## src/rtl/uart_rx_pkg.sv

```systemverilog
package uart_rx_pkg;

    typedef enum logic [1:0] {
        CT_OFF,
        CT_ON,
        CT_DRAIN
    } ctl_state_t;

    typedef enum logic [2:0] {
        FR_IDLE,
        FR_START,
        FR_DATA,
        FR_PARITY,
        FR_STOP,
        FR_BREAK,
        FR_WAITHI
    } frm_state_t;

    localparam int ERR_W   = 4;
    localparam int ERR_OVR = 0;
    localparam int ERR_PAR = 1;
    localparam int ERR_FRM = 2;
    localparam int ERR_BRK = 3;

endpackage

```

## src/rtl/uart_rx_frame.sv

```systemverilog
module uart_rx_frame
    import uart_rx_pkg::*;
#(
    parameter int DATA_W = 8,
    parameter int OVS    = 16
) (
    input  logic              clk,
    input  logic              rst_n,
    input  logic              tick_i,
    input  logic              rxd_i,
    input  logic              enable_i,
    input  logic              parity_en_i,
    input  logic              full_i,
    output logic [DATA_W-1:0] byte_o,
    output logic              push_o,
    output logic [ERR_W-1:0]  err_set_o
);
    localparam int SUB_W   = $clog2(OVS);
    localparam int IDX_W   = $clog2(DATA_W);
    localparam int RUN_MAX = (DATA_W + 3) * OVS;
    localparam int RUN_W   = $clog2(RUN_MAX + 1);
    localparam logic [SUB_W-1:0] SUB_MID = SUB_W'(OVS / 2 - 1);
    localparam logic [SUB_W-1:0] SUB_END = SUB_W'(OVS - 1);
    localparam logic [IDX_W-1:0] IDX_END = IDX_W'(DATA_W - 1);

    frm_state_t        state_q, state_d;
    logic [SUB_W-1:0]  sub_q;
    logic [IDX_W-1:0]  idx_q;
    logic [DATA_W-1:0] shreg_q;
    logic [RUN_W-1:0]  run_q;
    logic [RUN_W-1:0]  frame_len;
    logic              mid_hit, end_hit;

    assign frame_len = parity_en_i ? RUN_W'((DATA_W + 3) * OVS) : RUN_W'((DATA_W + 2) * OVS);
    assign mid_hit   = tick_i && (sub_q == SUB_MID);
    assign end_hit   = tick_i && (sub_q == SUB_END);
    assign byte_o    = shreg_q;

    // next state
    always_comb begin
        state_d = state_q;
        unique case (state_q)
            FR_IDLE:   if (tick_i && enable_i && !rxd_i) state_d = FR_START;
            FR_START:  if (mid_hit) state_d = rxd_i ? FR_IDLE : FR_DATA;
            FR_DATA:   if (end_hit && idx_q == IDX_END)
                           state_d = parity_en_i ? FR_PARITY : FR_STOP;
            FR_PARITY: if (end_hit) state_d = FR_STOP;
            FR_STOP:   if (end_hit) state_d = rxd_i ? FR_IDLE : FR_BREAK;
            FR_BREAK: begin
                if (rxd_i) state_d = FR_IDLE;
                else if (tick_i && run_q == frame_len) state_d = FR_WAITHI;
            end
            FR_WAITHI: if (rxd_i) state_d = FR_IDLE;
            default:   state_d = FR_IDLE;
        endcase
    end

    // outputs
    always_comb begin
        push_o             = (state_q == FR_STOP) && end_hit && rxd_i;
        err_set_o          = '0;
        err_set_o[ERR_FRM] = (state_q == FR_STOP) && end_hit && !rxd_i;
        err_set_o[ERR_PAR] = (state_q == FR_PARITY) && end_hit && (rxd_i != (^shreg_q));
        err_set_o[ERR_OVR] = (state_q == FR_START) && mid_hit && !rxd_i && full_i;
        err_set_o[ERR_BRK] = (state_q == FR_BREAK) && !rxd_i && tick_i && (run_q == frame_len);
    end

    // state register and bit datapath
    always_ff @(posedge clk or negedge rst_n) begin
        if (!rst_n) begin
            state_q <= FR_IDLE;
            sub_q   <= '0;
            idx_q   <= '0;
            shreg_q <= '0;
            run_q   <= '0;
        end else begin
            state_q <= state_d;
            if (state_q == FR_IDLE) begin
                sub_q <= '0;
                idx_q <= '0;
                run_q <= '0;
            end else begin
                if (tick_i) begin
                    if ((state_q == FR_START && sub_q == SUB_MID) || sub_q == SUB_END)
                        sub_q <= '0;
                    else
                        sub_q <= sub_q + 1'b1;
                    if (state_q != FR_WAITHI && run_q != RUN_W'(RUN_MAX))
                        run_q <= run_q + 1'b1;
                end
                if (state_q == FR_DATA && end_hit) begin
                    shreg_q <= {rxd_i, shreg_q[DATA_W-1:1]};
                    idx_q   <= idx_q + 1'b1;
                end
            end
        end
    end
endmodule

```

## src/rtl/uart_rx_ctrl.sv

```systemverilog
module uart_rx_ctrl
    import uart_rx_pkg::*;
#(
    parameter int DATA_W    = 8,
    parameter int OVS       = 16,
    parameter int TO_FRAMES = 5
) (
    input  logic clk,
    input  logic rst_n,
    input  logic tick_i,
    input  logic start_i,
    input  logic stop_i,
    input  logic parity_en_i,
    output logic rx_en_o,
    output logic halted_o,
    output logic rxto_o
);
    localparam int TO_MAX = TO_FRAMES * (DATA_W + 3) * OVS;
    localparam int CNT_W  = $clog2(TO_MAX + 1);

    ctl_state_t       state_q, state_d;
    logic [CNT_W-1:0] cnt_q;
    logic [CNT_W-1:0] limit;
    logic             rxto_q;

    assign limit = parity_en_i ? CNT_W'(TO_FRAMES * (DATA_W + 3) * OVS - 1)
                               : CNT_W'(TO_FRAMES * (DATA_W + 2) * OVS - 1);

    always_comb begin
        state_d = state_q;
        unique case (state_q)
            CT_OFF:   if (!stop_i && start_i) state_d = CT_ON;
            CT_ON:    if (stop_i) state_d = CT_DRAIN;
            CT_DRAIN: begin
                if (stop_i)                       state_d = CT_DRAIN;
                else if (start_i)                 state_d = CT_ON;
                else if (tick_i && cnt_q == limit) state_d = CT_OFF;
            end
            default:  state_d = CT_OFF;
        endcase
    end

    always_ff @(posedge clk or negedge rst_n) begin
        if (!rst_n) begin
            state_q <= CT_OFF;
            cnt_q   <= '0;
            rxto_q  <= 1'b0;
        end else begin
            state_q <= state_d;
            rxto_q  <= (state_q == CT_DRAIN) && (state_d == CT_OFF);
            if (state_q != CT_DRAIN) cnt_q <= '0;
            else if (tick_i)         cnt_q <= cnt_q + 1'b1;
        end
    end

    always_comb begin
        rx_en_o  = (state_q != CT_OFF);
        halted_o = (state_q != CT_ON);
        rxto_o   = rxto_q;
    end
endmodule

```

## src/rtl/uart_rx_store.sv

```systemverilog
module uart_rx_store #(
    parameter int DEPTH = 6,
    parameter int W     = 8,
    parameter int CNT_W = $clog2(DEPTH + 1)
) (
    input  logic             clk,
    input  logic             rst_n,
    input  logic             push_i,
    input  logic [W-1:0]     din_i,
    input  logic             pop_i,
    output logic [W-1:0]     head_o,
    output logic [CNT_W-1:0] fill_o,
    output logic             rdy_o
);
    localparam int PTR_W = $clog2(DEPTH);

    logic [W-1:0]     mem_q [DEPTH];
    logic [PTR_W-1:0] rd_q, wr_q, wr_prev;
    logic [CNT_W-1:0] fill_q;
    logic             pop_eff, overwrite, rdy_q;

    function automatic logic [PTR_W-1:0] ptr_inc(input logic [PTR_W-1:0] p);
        return (p == PTR_W'(DEPTH - 1)) ? '0 : p + 1'b1;
    endfunction

    assign wr_prev   = (wr_q == '0) ? PTR_W'(DEPTH - 1) : wr_q - 1'b1;
    assign pop_eff   = pop_i && (fill_q != '0);
    assign overwrite = push_i && (fill_q == CNT_W'(DEPTH)) && !pop_eff;

    always_ff @(posedge clk or negedge rst_n) begin
        if (!rst_n) begin
            for (int i = 0; i < DEPTH; i++) mem_q[i] <= '0;
            rd_q   <= '0;
            wr_q   <= '0;
            fill_q <= '0;
            rdy_q  <= 1'b0;
        end else begin
            if (push_i) begin
                if (overwrite) mem_q[wr_prev] <= din_i;
                else begin
                    mem_q[wr_q] <= din_i;
                    wr_q        <= ptr_inc(wr_q);
                end
            end
            if (pop_eff) rd_q <= ptr_inc(rd_q);
            fill_q <= fill_q + CNT_W'(push_i && !overwrite) - CNT_W'(pop_eff);
            rdy_q  <= (push_i && (fill_q == '0 || (pop_eff && fill_q == CNT_W'(1))))
                   || (pop_eff && fill_q >= CNT_W'(2));
        end
    end

    assign head_o = mem_q[rd_q];
    assign fill_o = fill_q;
    assign rdy_o  = rdy_q;
endmodule

```

## src/rtl/uart_rx_fifo_rts.sv

```systemverilog
module uart_rx_fifo_rts
    import uart_rx_pkg::*;
#(
    parameter int DATA_W    = 8,
    parameter int DEPTH     = 6,
    parameter int RTS_FREE  = 4,
    parameter int OVS       = 16,
    parameter int TO_FRAMES = 5
) (
    input  logic              clk,
    input  logic              rst_n,
    input  logic              tick16_i,
    input  logic              rxd_i,
    input  logic              cts_n_i,
    input  logic              cfg_flow_i,
    input  logic              cfg_parity_i,
    input  logic              short_cts_start_i,
    input  logic              short_ncts_stop_i,
    input  logic              task_start_i,
    input  logic              task_stop_i,
    input  logic              task_suspend_i,
    input  logic              rd_i,
    input  logic [ERR_W-1:0]  err_clr_i,
    output logic [DATA_W-1:0] rx_data_o,
    output logic              rts_n_o,
    output logic              ev_rxdrdy_o,
    output logic              ev_rxto_o,
    output logic              ev_error_o,
    output logic              ev_cts_o,
    output logic              ev_ncts_o,
    output logic [ERR_W-1:0]  err_src_o
);
    localparam int CNT_W = $clog2(DEPTH + 1);

    logic [1:0]        rxd_sync_q;
    logic [2:0]        cts_sync_q;
    logic              start_eff, stop_eff;
    logic              rx_en, halted, push, full;
    logic [DATA_W-1:0] rx_byte;
    logic [ERR_W-1:0]  err_set, err_q;
    logic [CNT_W-1:0]  fill;
    logic              rts_hold_q, err_ev_q;

    always_ff @(posedge clk or negedge rst_n) begin
        if (!rst_n) begin
            rxd_sync_q <= '1;
            cts_sync_q <= '1;
            rts_hold_q <= 1'b0;
            err_q      <= '0;
            err_ev_q   <= 1'b0;
        end else begin
            rxd_sync_q <= {rxd_sync_q[0], rxd_i};
            cts_sync_q <= {cts_sync_q[1:0], cts_n_i};
            if (fill == '0)                          rts_hold_q <= 1'b0;
            else if (fill >= CNT_W'(DEPTH - RTS_FREE)) rts_hold_q <= 1'b1;
            err_q    <= (err_q & ~err_clr_i) | err_set;
            err_ev_q <= |err_set;
        end
    end

    assign ev_cts_o  = cts_sync_q[2] && !cts_sync_q[1];
    assign ev_ncts_o = !cts_sync_q[2] && cts_sync_q[1];
    assign start_eff = task_start_i || (short_cts_start_i && ev_cts_o);
    assign stop_eff  = task_stop_i || task_suspend_i || (short_ncts_stop_i && ev_ncts_o);
    assign full      = (fill == CNT_W'(DEPTH));

    uart_rx_ctrl #(.DATA_W(DATA_W), .OVS(OVS), .TO_FRAMES(TO_FRAMES)) u_ctrl (
        .clk(clk), .rst_n(rst_n), .tick_i(tick16_i),
        .start_i(start_eff), .stop_i(stop_eff), .parity_en_i(cfg_parity_i),
        .rx_en_o(rx_en), .halted_o(halted), .rxto_o(ev_rxto_o)
    );

    uart_rx_frame #(.DATA_W(DATA_W), .OVS(OVS)) u_frame (
        .clk(clk), .rst_n(rst_n), .tick_i(tick16_i), .rxd_i(rxd_sync_q[1]),
        .enable_i(rx_en), .parity_en_i(cfg_parity_i), .full_i(full),
        .byte_o(rx_byte), .push_o(push), .err_set_o(err_set)
    );

    uart_rx_store #(.DEPTH(DEPTH), .W(DATA_W), .CNT_W(CNT_W)) u_store (
        .clk(clk), .rst_n(rst_n), .push_i(push), .din_i(rx_byte), .pop_i(rd_i),
        .head_o(rx_data_o), .fill_o(fill), .rdy_o(ev_rxdrdy_o)
    );

    assign rts_n_o    = cfg_flow_i ? (rts_hold_q || halted) : 1'b0;
    assign err_src_o  = err_q;
    assign ev_error_o = err_ev_q;
endmodule

```

## config.mk

```make
export PLATFORM = sky130hd
export DESIGN_NAME = uart_rx_fifo_rts
export DESIGN_NICKNAME = d
export VERILOG_FILES = /design/src/rtl/uart_rx_pkg.sv /design/src/rtl/uart_rx_frame.sv /design/src/rtl/uart_rx_ctrl.sv /design/src/rtl/uart_rx_store.sv /design/src/rtl/uart_rx_fifo_rts.sv
export SDC_FILE = /design/constraint.sdc
export NUM_CORES = 1
export LEC_CHECK = 0
export BUFFER_PORTS_ARGS = -buffer_cell sky130_fd_sc_hd__clkbuf_2
export CELL_PAD_IN_SITES_DETAIL_PLACEMENT = 0
export CELL_PAD_IN_SITES_GLOBAL_PLACEMENT = 1
export CORE_MARGIN = 2
export CORE_UTILIZATION = 53
export DETAILED_ROUTE_END_ITERATION = 12
export GPL_TIMING_DRIVEN = 0
export PLACE_DENSITY_LB_ADDON = 0.1
export SYNTH_ARGS = -nofsm -noshare
export SYNTH_HDL_FRONTEND = slang
export SYNTH_SLANG_ARGS = --single-unit
```

## constraint.sdc

```tcl
create_clock -name clk -period 6.44 [get_ports clk]
set_input_delay 0.644 -clock clk [delete_from_list [all_inputs] [get_ports clk]]
set_output_delay 0.644 -clock clk [all_outputs]
set_load 0.01 [all_outputs]
```

### Yosys cells after proc, flatten, opt, wreduce, memory -nomap -nowiden

Index checks and enable logic that the tools add are counted.

* add/subtract/negate cells: 9
* equal/unequal tests: 29
* $lt $le $gt $ge: 6
* $mul: 0
* reduce and logical (&&, ||, !) cells: 67
* bitwise logic cells: 8
* div/mod/pow operators: 0
* muxes and demuxes: 46
* shift operators: 0

Operators with widths (number)
* $bwmux 48: 2
* $mux 8: 7
* $demux 8 s3: 2
* $mux 48: 1
* $mux 3: 15
* $logic_and 1x1->1: 36
* $bmux 8 s3: 1
* $eq 3x3->1 const B: 7
* $pmux 3 s7: 1
* $mux 10: 2
* $ge 4x4->1 const B: 3
* $mux 2: 6
* $mux 4: 3
* $ne 2x1->1 const B: 6
* $not 3->4: 3
* $reduce_bool 2->1: 6
* $add 10x1->10 const B: 1
* $eq 10x10->1: 1
* $add 3x1->3 const B: 3
* $logic_not 3->1: 3
* $add 8x1->8 const B: 1
* $eq 8x8->1: 1
* $lt 4x1->1 const B: 2
* $ne 8x8->1 const B: 1
* other kinds (31): 51

* memories: 0
* latch bits: 0
* memory bits (read-only): 0
* register bits: 108
* bits in writable memories: 0
* word-level logic and storage cells: 188

### Longest topological paths before layout

* word-level depth: 10
* gate-level depth with buffers: 8
* gate-level depth less buffers: 7

### By module

A second synthesis with hierarchy kept.

* cell total of the unflattened synthesis: 466
* area, all modules: 5611.6 µm²

By module, submodules not included
* uart_rx_store: cells each 207, times used 1, seq. area each 1451.4 µm², area an instance 2870.3 µm²
* uart_rx_frame: cells each 164, times used 1, seq. area each 650.6 µm², area an instance 1670.4 µm²
* uart_rx_ctrl: cells each 68, times used 1, seq. area each 325.3 µm², area an instance 681.9 µm²
* uart_rx_fifo_rts: cells each 27, times used 1, seq. area each 281.5 µm², area an instance 389.1 µm²

### Least setup slack after synthesis

OpenSTA, ideal clock, no wires.

* path type: input to register
* start: in tick16_i
* end: reg u_store.mem_q[32] in the netlist's numbering
* slack: 4169 ps
* arrival time: 2146 ps
* path buffers: 1
* cell stages on the path: 6
* setup time: 125 ps
* path through: clkbuf_2 > nand4_4 > nor3_4 > nand2_2 > o31ai_4 > mux2_2

* word-level cells in the longest chain between the ends: 6

Ends and longest elaborated chain
* start, declared: line uart_rx_fifo_rts.sv:12 `input logic tick16_i,`
* $logic_and 1x1->1 *: line uart_rx_frame.sv:36 `assign end_hit = tick_i && (sub_q == SUB_END);`
* $logic_and 1x1->1 * (2 in a row): line uart_rx_frame.sv:60 `push_o = (state_q == FR_STOP) && end_hit && rxd_i;`
* $logic_and 1x1->1 (2 in a row): line uart_rx_store.sv:28 `assign overwrite = push_i && (fill_q == CNT_W'(DEPTH)) && !pop_eff;`
* $mux 48: line uart_rx_store.sv:39 `if (overwrite) mem_q[wr_prev] <= din_i;`
* end signal, assigned by index: line uart_rx_store.sv:39
* end signal, assigned by index: line uart_rx_store.sv:41 `mem_q[wr_q] <= din_i;`
* end, declared: line uart_rx_store.sv:17 `logic [W-1:0] mem_q [DEPTH];`

Mark *: on every way between the ends. The rest lies on a longest branch, timed or not.
A chain may end at the register's enable or synchronous reset.

### Worst setup path after layout

* start: reg u_store.rd_q[0]
* end: out rx_data_o[3]

* word-level cells in the longest chain between the ends: 4

Ends and longest elaborated chain
* start, declared: line uart_rx_store.sv:18 `logic [PTR_W-1:0] rd_q, wr_q, wr_prev;`
* start signal, assigned: line uart_rx_store.sv:45 `if (pop_eff) rd_q <= ptr_inc(rd_q);`
* $not 3->4 (implied by the code): line uart_rx_store.sv:52 `assign head_o = mem_q[rd_q];`
* $bmux 8 s3: line uart_rx_store.sv:52
* $mux 8 (implied by the code) (2 in a row): line uart_rx_store.sv:52
* end, declared: line uart_rx_fifo_rts.sv:24 `output logic [DATA_W-1:0] rx_data_o,`

No other way between the ends. The select of a mux whose other input is x is not followed.

==> flow_metrics.tcl <==
set metrics [dict create \
    wl_met2_um 4840 \
    fin_skew_ps 15.1 \
    period_share_pct 47.9 \
    grt_pass1_wl_um 17700 \
    start_util_pct 55.1 \
    clockBufferDepth 2 \
    placed_area_mm2 0.00575 \
    syn_to_final_growth_pct 10.1 \
    met3_length_um 240 \
    rows 36 \
    max_freq_mhz 324 \
    grt_pass1_vias 3654 \
    vias_per_cell 5.53 \
    worst_slew_pin_slew_ps 913 \
    dominantRegCellSynth "dfrtp_1" \
    setup_violations 0 \
    synth_seq_cells 108 \
    p_int_mw 1.05 \
    tritoncts "yes" \
    cp-start-kind "flop" \
    maxCapViolations 0 \
    critPathRequiredTime_ps 5800 \
    post_cts_resized 0 \
    hold_path_class "in -> reg" \
    synth_nets 492 \
    powerDensity_mw_per_mm2 265 \
    power_frac_seq_pct 48.4 \
    worst_slack_ps 3360 \
    combPwrFrac_pct 24.7 \
    hold_viol 0 \
    layout_commonest_cell "dfrtp_1" \
    arrival_ps 2440 \
    leakage_nw 2.81 \
    post_cts_buffers 0 \
    io_pins 35 \
    dp_slack_ps 3700 \
    drc 0 \
    gp_congestion 0.870 \
    max-slew-margin-rel_pct 38.7 \
    cts_buffers 9 \
    insertion_delay_ps 370 \
    min_period_ps 3080 \
    fin_area_mm2 0.00595 \
    wl_um 10000 \
    peakVddDrop_mv 0.148 \
    crit_fanout 10 \
    synth_edf_count 0 \
    cts.sinks 108 \
    syn_inst 464 \
    met1_length_um 4750 \
    overflow 0 \
    drv_slew 0 \
    antenna_found_initial 0 \
    clkPwrFrac_pct 26.9 \
    die_area_mm2 0.0110 \
    post_drt_wl_per_cell_um 15.5 \
    firstDrtPassIters 4 \
    r2r_cells 7 \
    status "finished clean" \
    chipHeight_um 105 \
    final_layout_size_suffix_gt1_share_pct 26.7 \
    final_util_pct 60.6 \
    htree_levels 3 \
    worstSetupPathType "reg -> out" \
    yosys.cell_types.count 62 \
    worst_hold_slack_ps 347 \
    vias 3575 \
    grt_max_degree 109 \
    die_w_um 105 \
    p_switching_uw 532 \
    drt_iter0_markers 113 \
    syn_area_mm2 0.00541 \
    diodes 0 \
    top_layer "met4" \
    switching_share_pct 33.7 \
    ys_seq_area_share_pct 50.1 \
    drt.antenna.violating_nets 0 \
    worstHoldPathCells 1 \
    cts_hold_repair.buffers 0 \
    layout_common_cells "dfrtp_1, mux2_2, clkbuf_2" \
    postSynthAreaPerCell_um2 11.7 \
    grt.total_usage_pct 19.9 \
    fin_nets 536 \
    cts-root-buf "clkbuf_8" \
    clk_pin_slew_worst_paths_ps 110 \
    io_buffers 33 \
    end_kind "primary output" \
    rsz0062_at_grt "no" \
    coreArea_mm2 0.00982 \
    synthArstFlopShare_pct 100 \
    yosys_warnings 0 \
    dp_hpwl_um 7130 \
    fin_setup_tns_ps 0 \
]
-- cell families (layout without fill, tap and decap cells) --
group	after synthesis	in the layout	synth area share (%)
buf+inv	51	100	3.70
simple gates	124	124	13.0
flops	108	108	50.1
xor+xnor	27	27	4.63
compound gates	66	66	8.77
mux	77	77	17.2
fa+ha+maj	11	11	2.68
-- cells in the mapped netlist, types with 2 or more instances --
cell type / n / area share [%]
a2111oi_0: 2 / 0.32
a211oi_1: 3 / 0.42
a21o_1: 5 / 0.69
a21oi_1: 12 / 1.1
a32o_1: 2 / 0.37
and2_1: 4 / 0.46
and3_1: 2 / 0.23
and4_1: 2 / 0.32
and4b_1: 2 / 0.37
buf_1: 7 / 0.49
buf_2: 3 / 0.28
clkbuf_1: 12 / 0.83
clkbuf_2: 4 / 0.37
dfrtp_1: 103 / 48
dfstp_2: 5 / 2.4
ha_1: 10 / 2.3
inv_1: 25 / 1.7
mux2_2: 58 / 12
mux2i_1: 12 / 2.2
mux4_2: 7 / 2.9
nand2_1: 26 / 1.8
nand2b_1: 7 / 0.81
nand3_1: 13 / 1.2
nand3b_1: 2 / 0.28
nand4_1: 6 / 0.69
nand4b_1: 2 / 0.32
nor2_1: 29 / 2.0
nor2b_1: 6 / 0.69
nor3_1: 5 / 0.46
nor4_1: 4 / 0.46
nor4b_1: 2 / 0.32
o2111ai_1: 2 / 0.32
o211ai_1: 2 / 0.28
o21a_1: 2 / 0.28
o21ai_0: 15 / 1.4
o22ai_1: 8 / 0.93
o31ai_4: 2 / 0.79
or3_1: 3 / 0.35
xnor2_1: 14 / 2.3
xor2_1: 12 / 1.9
-- metal layers --
layer | track usage (%) | vias up
met5 | 0 | -
met4 | 6.67 | 0
met3 | 2.81 | 16
met2 | 32.9 | 47
met1 | 27.1 | 1774
li1 | - | 1738
-- flip-flops by register name (all words and copies together), names as in the netlist, 2 cells and up --
signal           flops
u_store.wr_q         3
err_src_o            4
u_frame.idx_q        3
u_ctrl.cnt_q        10
u_frame.sub_q        4
u_store.fill_o       3
rxd_sync_q           2
u_frame.run_q        8
u_store.rd_q         3
cts_sync_q           3
u_ctrl.state_q       2
u_frame.byte_o       8
u_store.mem_q       48
u_frame.state_q      3
-- worst max-delay path: stages, from the launching register on --
cell and delay (ps):
dfrtp_1 380, buf_1 550, clkbuf_1 630, mux2i_1 250, o22ai_1 110, clkbuf_2 150
-- path summary, 6_finish.rpt --
check                                startpoint                 to  slack [ps]
min in group asynchronous                 rst_n    u_store.wr_q[2]         370
max in group asynchronous                 rst_n   u_frame.sub_q[1]        5470
worst max-delay path            u_store.rd_q[0]       rx_data_o[3]        3360
worst min-delay path                    cts_n_i      cts_sync_q[0]         350
worst max register to register  u_store.wr_q[0]  u_store.mem_q[33]        3910
worst min register to register    rxd_sync_q[0]      rxd_sync_q[1]         360
-- final cells by class --
type | instances | area, µm²
flip-flops and latches | 108 | 2710
clock inverters | 7 | 80.1
clock buffers | 9 | 124
multi-input cells | 305 | 2500
well taps | 133 | 166
plain buffers | 26 | 106
inverters | 25 | 93.8
repair buffers | 33 | 174
fillers | 849 | 3860
-- per-stage QoR --
stage	std cells	power, mW
after CTS	646	1.60
after detailed placement	630	1.18
after global placement	630	1.16
final	646	1.58
after floorplan	464	1.06
after global routing	646	1.69
-- power by group through the flow --
stage	clock, mW	sequential (mW)	combinational, mW
3_5_place_dp	0	0.778	0.398
6_report	0.425	0.765	0.390
2_1_floorplan	0	0.767	0.291
3_3_place_gp	0	0.776	0.387
4_1_cts	0.439	0.765	0.399
5_1_grt	0.468	0.772	0.449
Power figures use the tool's default switching activity.
